### src/rtl/ifc_pkg.sv
package ifc_pkg;
  localparam int DW     = 64;
  localparam int MASK_W = 2;

  typedef enum logic [1:0] {
    VERDICT_ALLOW,
    VERDICT_EXEC,
    VERDICT_KEY,
    VERDICT_PROT
  } verdict_e;

  // big-endian bit number -> vector index
  function automatic int be2idx(input int be_pos);
    return DW - 1 - be_pos;
  endfunction
endpackage

### src/rtl/ifc_key_extract.sv
module ifc_key_extract
  import ifc_pkg::*;
#(
  parameter int HI_POS = 2,
  parameter int HI_W   = 2,
  parameter int LO_POS = 52,
  parameter int LO_W   = 3,
  localparam int KEY_W = HI_W + LO_W
) (
  input  logic [DW-1:0]    dw_i,
  output logic [KEY_W-1:0] key_o
);
  for (genvar i = 0; i < HI_W; i++) begin : g_hi
    assign key_o[KEY_W-1-i] = dw_i[be2idx(HI_POS + i)];
  end
  for (genvar j = 0; j < LO_W; j++) begin : g_lo
    assign key_o[LO_W-1-j] = dw_i[be2idx(LO_POS + j)];
  end

  logic unused_dw;
  assign unused_dw = ^dw_i;
endmodule

### src/rtl/ifc_mask_select.sv
module ifc_mask_select
  import ifc_pkg::*;
#(
  parameter int KEY_W = 5,
  localparam int NUM_KEYS = 1 << KEY_W
) (
  input  logic [DW-1:0]    mask_i,
  input  logic [KEY_W-1:0] key_i,
  output logic             fetch_blk_o
);
  // low mask bit per key; the high mask bit is a data-side control
  logic [NUM_KEYS-1:0] fetch_bit;
  for (genvar k = 0; k < NUM_KEYS; k++) begin : g_key
    assign fetch_bit[k] = mask_i[be2idx(MASK_W * k + MASK_W - 1)];
  end

  assign fetch_blk_o = fetch_bit[key_i];

  logic unused_mask;
  assign unused_mask = ^mask_i;
endmodule

### src/rtl/ifc_verdict.sv
module ifc_verdict
  import ifc_pkg::*;
#(
  parameter int EXEC_POS = 35,
  parameter int KEY_POS  = 42,
  parameter int PROT_POS = 36
) (
  input  logic          exec_blk_i,
  input  logic          key_blk_i,
  input  logic          prot_blk_i,
  output verdict_e      verdict_o,
  output logic          deny_o,
  output logic [DW-1:0] status_o
);
  always_comb begin
    if (exec_blk_i)      verdict_o = VERDICT_EXEC;
    else if (key_blk_i)  verdict_o = VERDICT_KEY;
    else if (prot_blk_i) verdict_o = VERDICT_PROT;
    else                 verdict_o = VERDICT_ALLOW;
  end

  always_comb begin
    status_o = '0;
    unique case (verdict_o)
      VERDICT_EXEC:  status_o[be2idx(EXEC_POS)] = 1'b1;
      VERDICT_KEY:   status_o[be2idx(KEY_POS)]  = 1'b1;
      VERDICT_PROT:  status_o[be2idx(PROT_POS)] = 1'b1;
      default:       status_o = '0;
    endcase
  end

  assign deny_o = (verdict_o != VERDICT_ALLOW);
endmodule

### src/rtl/ifc_fetch_check.sv
module ifc_fetch_check
  import ifc_pkg::*;
#(
  parameter bit REG_OUT  = 1'b1,
  parameter int NX_POS   = 61,
  parameter int G_POS    = 60,
  parameter int HI_POS   = 2,
  parameter int HI_W     = 2,
  parameter int LO_POS   = 52,
  parameter int LO_W     = 3,
  parameter int EXEC_POS = 35,
  parameter int KEY_POS  = 42,
  parameter int PROT_POS = 36
) (
  input  logic          clk_i,
  input  logic          rst_ni,
  input  logic [63:0]   pte_dw1_i,
  input  logic [63:0]   fetch_mask_i,
  input  logic          pp_deny_i,
  output logic          deny_o,
  output logic [63:0]   status_o
);
  localparam int KEY_W = HI_W + LO_W;

  logic [KEY_W-1:0] class_key;
  logic             exec_blk, key_blk;
  verdict_e         verdict;
  logic             deny_c;
  logic [DW-1:0]    status_c;

  assign exec_blk = pte_dw1_i[be2idx(NX_POS)] | pte_dw1_i[be2idx(G_POS)];

  ifc_key_extract #(
    .HI_POS(HI_POS), .HI_W(HI_W), .LO_POS(LO_POS), .LO_W(LO_W)
  ) u_key (
    .dw_i  (pte_dw1_i),
    .key_o (class_key)
  );

  ifc_mask_select #(.KEY_W(KEY_W)) u_mask (
    .mask_i      (fetch_mask_i),
    .key_i       (class_key),
    .fetch_blk_o (key_blk)
  );

  ifc_verdict #(
    .EXEC_POS(EXEC_POS), .KEY_POS(KEY_POS), .PROT_POS(PROT_POS)
  ) u_verdict (
    .exec_blk_i (exec_blk),
    .key_blk_i  (key_blk),
    .prot_blk_i (pp_deny_i),
    .verdict_o  (verdict),
    .deny_o     (deny_c),
    .status_o   (status_c)
  );

  if (REG_OUT) begin : g_reg
    always_ff @(posedge clk_i or negedge rst_ni) begin
      if (!rst_ni) begin
        deny_o   <= 1'b0;
        status_o <= '0;
      end else begin
        deny_o   <= deny_c;
        status_o <= status_c;
      end
    end
  end else begin : g_comb
    assign deny_o   = deny_c;
    assign status_o = status_c;
  end

  logic unused_verdict;
  assign unused_verdict = ^verdict;
endmodule

### config.mk
export PLATFORM = sky130hd
export DESIGN_NAME = ifc_fetch_check
export DESIGN_NICKNAME = d
export VERILOG_FILES = /design/src/rtl/ifc_pkg.sv /design/src/rtl/ifc_key_extract.sv /design/src/rtl/ifc_mask_select.sv /design/src/rtl/ifc_verdict.sv /design/src/rtl/ifc_fetch_check.sv
export SDC_FILE = /design/constraint.sdc
export NUM_CORES = 1
export LEC_CHECK = 0
export BUFFER_PORTS_ARGS = -buffer_cell sky130_fd_sc_hd__clkbuf_2
export CAP_MARGIN = 20
export CORE_AREA = 2 2 76 78
export DETAILED_ROUTE_END_ITERATION = 8
export DIE_AREA = 0 0 78 80
export HOLD_SLACK_MARGIN = 0.02
export PLACE_DENSITY_LB_ADDON = 0.25
export SYNTH_ARGS = -nofsm -noshare
export SYNTH_HDL_FRONTEND = slang
export SYNTH_SLANG_ARGS = --single-unit
### constraint.sdc
create_clock -name clk_i -period 0.8 [get_ports clk_i]
set_clock_uncertainty 0.05 [all_clocks]
set_input_delay 0.16 -clock clk_i [delete_from_list [all_inputs] [get_ports clk_i]]
set_output_delay 0.16 -clock clk_i [all_outputs]
set_load 0.01 [all_outputs]
; ---- Word-level counts from Yosys, hierarchy flattened
; Index checks and enable logic that the tools add are counted.
[totals]
regBits = 4
input_bits = 131
output_inout_bits = 65
[op_classes]
n_lt_le_gt_ge = 1
eq_ne = 3
n_mux = 8
n_bitwise = 1
reduce_logical = 1
[op_table]
columns = cell, count
row1 = "5-bit by 6-bit < comparator with 1-bit output, second input constant", 1
row2 = 2-bit 2-to-1 mux, 3
row3 = 1-bit binary-select mux with 5-bit select, 1
row4 = "2-bit equality test, second input constant", 2
row5 = 1-bit 2-to-1 mux, 4
row6 = "2-bit by 1-bit equality test with 1-bit output, second input constant", 1
row7 = 2-bit nonzero test, 1
row8 = 1-bit OR, 1

; ---- Logic depth before layout (Yosys ltp)
[logic_depth]
ltp_word = 6
ltp_mapped = 7
depth_no_buf = 5

; ---- Cells and area by module
; A second synthesis with hierarchy kept.
[unflattened]
cells_unflattened = 182
area_unflattened_um2 = 2498.6
[by_module_without_submodules]
columns = mod, instances, cells_per_inst, area_per_inst_um2, seq_area_each_um2
row1 = ifc_fetch_check, 1, 66, 1632.8, 1626.6
row2 = ifc_verdict, 1, 70, 503.0, 0.0
row3 = ifc_mask_select, 1, 41, 325.3, 0.0
row4 = ifc_key_extract, 1, 5, 37.5, 0.0

; ---- Least setup slack after synthesis
; Ideal clock, no wire load.
[synth_path]
path_type = input port to flip-flop
startpoint = in pte_dw1_i[10]
endpoint = reg status_o[27]
setup_time_ns = 0.120
arrival_time_ns = 1.080
setup_slack_ns = -0.450
stages = 7
path_cell_list = buf_6 -> buf_12 -> mux2i_1 -> a22oi_1 -> nand3_1 -> and4_4 -> and3_1
[synth_via]
elab_chain_len = 6
[synth_rtl]
columns = item, line_no
row1 = from (decl), ifc_fetch_check.sv:17  ; input logic [63:0] pte_dw1_i,
row2 = 1-bit binary-select mux with 5-bit select, ifc_mask_select.sv:17  ; assign fetch_blk_o = fetch_bit[key_i];
row3 = 1-bit 2-to-1 mux (not written as such), ifc_mask_select.sv:17
row4 = 2-bit 2-to-1 mux, ifc_verdict.sv:17  ; else if (key_blk_i) verdict_o = VERDICT_KEY;
row5 = 2-bit 2-to-1 mux, ifc_verdict.sv:16  ; if (exec_blk_i) verdict_o = VERDICT_EXEC;
row6 = 2-bit equality test, ifc_verdict.sv:24  ; unique case (verdict_o)
row7 = 1-bit 2-to-1 mux, ifc_verdict.sv:24
row8 = net status_c[27], ifc_fetch_check.sv:29  ; logic [DW-1:0] status_c;
row9 = to (signal assigned), ifc_fetch_check.sv:64  ; status_o <= status_c;
row10 = to (decl), ifc_fetch_check.sv:21  ; output logic [63:0] status_o
; The timed path passes the listed nets, and every way through them passes these cells. The select of a mux whose other input is x is not followed.

; ---- Worst setup path after layout
; Ends and elaborated chain as after synthesis.

==> flow_summary.json <==
{
  "synth_edf_count": 0,
  "p_per_area_nw_per_um2": 981,
  "dieArea_sq_um": 6240,
  "first_pass_iters": 4,
  "yosysTopAreaCellShare": 0.500,
  "violations": "negative setup slack",
  "ys_seq_area_frac": 0.109,
  "finalCriticalPeriod_ns": 1.13,
  "leakage_nw": 0.632,
  "ys_types": 19,
  "slowest_delay_ns": 0.18,
  "drt-total-wl_mm": 2.09,
  "startpoint": "pte_dw1_i[10]",
  "grt_overflow": 0,
  "cts_tree": "yes",
  "final_antenna_net_count": 0,
  "cts_buffers": 3,
  "drt_iter0_drc": 28,
  "rsz0062_at_grt": "yes",
  "antenna_cells": 0,
  "worst_setup_path_start_kind": "input port",
  "grt_usage": 0.0559,
  "cp_data_required_time_ns": 0.85,
  "fmax_mhz": 888,
  "swShare": 0.336,
  "hold_violations": 0,
  "die_w_um": 78,
  "die_h_um": 80,
  "min_to": "deny_o",
  "combPwrFrac": 0.438,
  "fin_ws_ns": -0.326,
  "drc_errors": 0,
  "num_vias": 739,
  "yosys_warnings": 0,
  "fin_crit_sh": 1.41,
  "io_buffers": 45,
  "critPathKind": "input port to flip-flop",
  "area_growth_syn_to_layout_pct": 24.0,
  "final_nets": 295,
  "htreeDepth": 1,
  "cts_sinks": 4,
  "final_common_cell": "conb_1",
  "min_from": "pp_deny_i",
  "worst_hold_path_type": "input port to flip-flop",
  "layout_common_cells": "61 x conb_1, 44 x clkbuf_2, 11 x mux2i_1, 5 x nand2_1",
  "yosysTopAreaCell": "buf_4",
  "ys_async_sr_fraction": 1.00,
  "io_pins": 196,
  "syn_area_sq_um": 916,
  "cts-root-buf": "clkbuf_8",
  "clock_power_share": 0.369,
  "p_switching_mw": 0.374,
  "finalSetupViolations": 7,
  "max-cap-violations": 0,
  "grt_max_degree": 9,
  "rows": 27,
  "dpl_cell_area_sq_um": 1000,
  "crit_path_end_kind": "flip-flop",
  "clk_pin_slew_ns": 0.03,
  "hold_depth": 2,
  "power.internal_mw": 0.740,
  "grt_pass1_wl_mm": 2.67,
  "synthCells": 113,
  "antenna_found_initial": 0,
  "dpl.hpwl_mm": 1.82,
  "ys_seq_elements": 4,
  "cp_cell_sequence": "clkbuf_16, buf_12, mux2i_2, a22oi_1, nand3_1, and4_4, and3_4",
  "ys.flop_type": "dfrtp_1",
  "ir_drop_uv": 431,
  "initial_core_util": 0.169,
  "drv_slew": 0,
  "critPathMaxFanout": 8,
  "gp_congestion": 0.708,
  "core_sq_um": 5410,
  "critPathArrivalTime_ns": 1.18,
  "vias_per_cell": 3.16,
  "drive_above_1_share": 0.383,
  "crit_slowest_cell": "a22oi_1",
  "post-cts-setup-buffer-count": 0,
  "clockBufferDepth": 2,
  "fin_area_sq_um": 1140,
  "status": "finished, violations left",
  "post_drt_wl_per_cell_um": 8.91,
  "timing.setup.tns_ns": -1.23,
  "grt_pass1_vias": 624,
  "seqPwrFrac": 0.193,
  "syn_area_per_cell_sq_um": 8.11,
  "synthTopCellsByArea": "buf_4 50%, mux2i_1 17%, dfrtp_1 11%, a22oi_1 3.3%, buf_12 2.2%"
}
[cell type report]
| type | instances | area (sq um) |
|---|---|---|
| inverter | 1 | 3.75 |
| timing repair buffer | 49 | 298 |
| sequential | 4 | 100 |
| clock buffer | 3 | 41.3 |
| multi-input combinational | 105 | 603 |
| tap | 72 | 90.1 |
| fill | 615 | 4270 |
[cell usage after synthesis (2+ instances only)]
| cell type | number |
|---|---|
| a22oi_1 | 4 |
| buf_4 | 61 |
| dfrtp_1 | 4 |
| nor2b_1 | 2 |
| nor2_1 | 3 |
| mux2i_1 | 16 |
| nand2_1 | 5 |
| a21oi_1 | 3 |
| nand3_1 | 4 |
| nand2b_1 | 2 |
[power by group through the flow]
stage	Clock (mW)	Combinational [mW]	Sequential, mW
finish	0.411	0.487	0.215
CTS	0.423	0.448	0.215
global placement	0	0.426	0.218
global route	0.437	0.536	0.217
detailed placement	0	0.425	0.218
floorplan	0	0.497	0.223
[through the flow]
| step | worst slack [ns] | hold slack [ns] | power [mW] | std cells | util |
|---|---|---|---|---|---|
| 2_1_floorplan | -0.426 | -0.186 | 0.721 | 173 | - |
| 6_report | -0.326 | 0.107 | 1.11 | 234 | 0.210 |
| 5_1_grt | -0.373 | 0.115 | 1.19 | 234 | 0.210 |
| 3_5_place_dp | -0.634 | -0.0827 | 0.642 | 230 | 0.185 |
| 3_3_place_gp | -0.638 | -0.0790 | 0.644 | 230 | 0.185 |
| 4_1_cts | -0.309 | 0.103 | 1.09 | 234 | 0.201 |
[critical path, delay by kind of cell]
family / cells / cell delay [ns]
buffers and inverters: 2 / 0.28
AO/OA/AOI/OAI: 1 / 0.18
AND/OR/NAND/NOR: 3 / 0.41
multiplexers: 1 / 0.15
[layer usage]
metal	vias up	routed length, um	track usage
met5	-	0	0
met4	0	0	0.0158
met3	0	363	0.0238
met2	74	1090	0.112
met1	314	633	0.0507
li1	351	-	-
[kinds of logic after synthesis]
| logic type | count (synthesis) | synth area share |
|---|---|---|
| AO/OA/AOI/OAI | 8 | 0.0574 |
| buffers and inverters | 64 | 0.538 |
| flip-flops | 4 | 0.109 |
| multiplexers | 16 | 0.175 |
| other | 1 | 0.00409 |
| AND/OR/NAND/NOR | 20 | 0.116 |
[worst max-delay path by stage]
stage / endpoint / slack (ns) / cells after the start
after floorplan: status_o[27] / -0.43 / 7
after global placement: deny_o / -0.64 / 7
after detailed placement: status_o[27] / -0.63 / 7
after CTS: status_o[27] / -0.31 / 7
after global routing: status_o[27] / -0.37 / 7
final: status_o[27] / -0.33 / 7
[timing repair]
action / in CTS / in global routing
hold buffers: 1 / 0
endpoints found under the hold margin: 4 / 0
endpoints found under the setup margin: 7 / 7
cloned: 0 / 0
gates resized for setup: 6 / 11
pin swaps: 5 / 3
[sequential cells by signal, summed over array words and instances, names as in the netlist]
name      flops
status_o      3
deny_o        1
(Power assumes the default switching activity.)
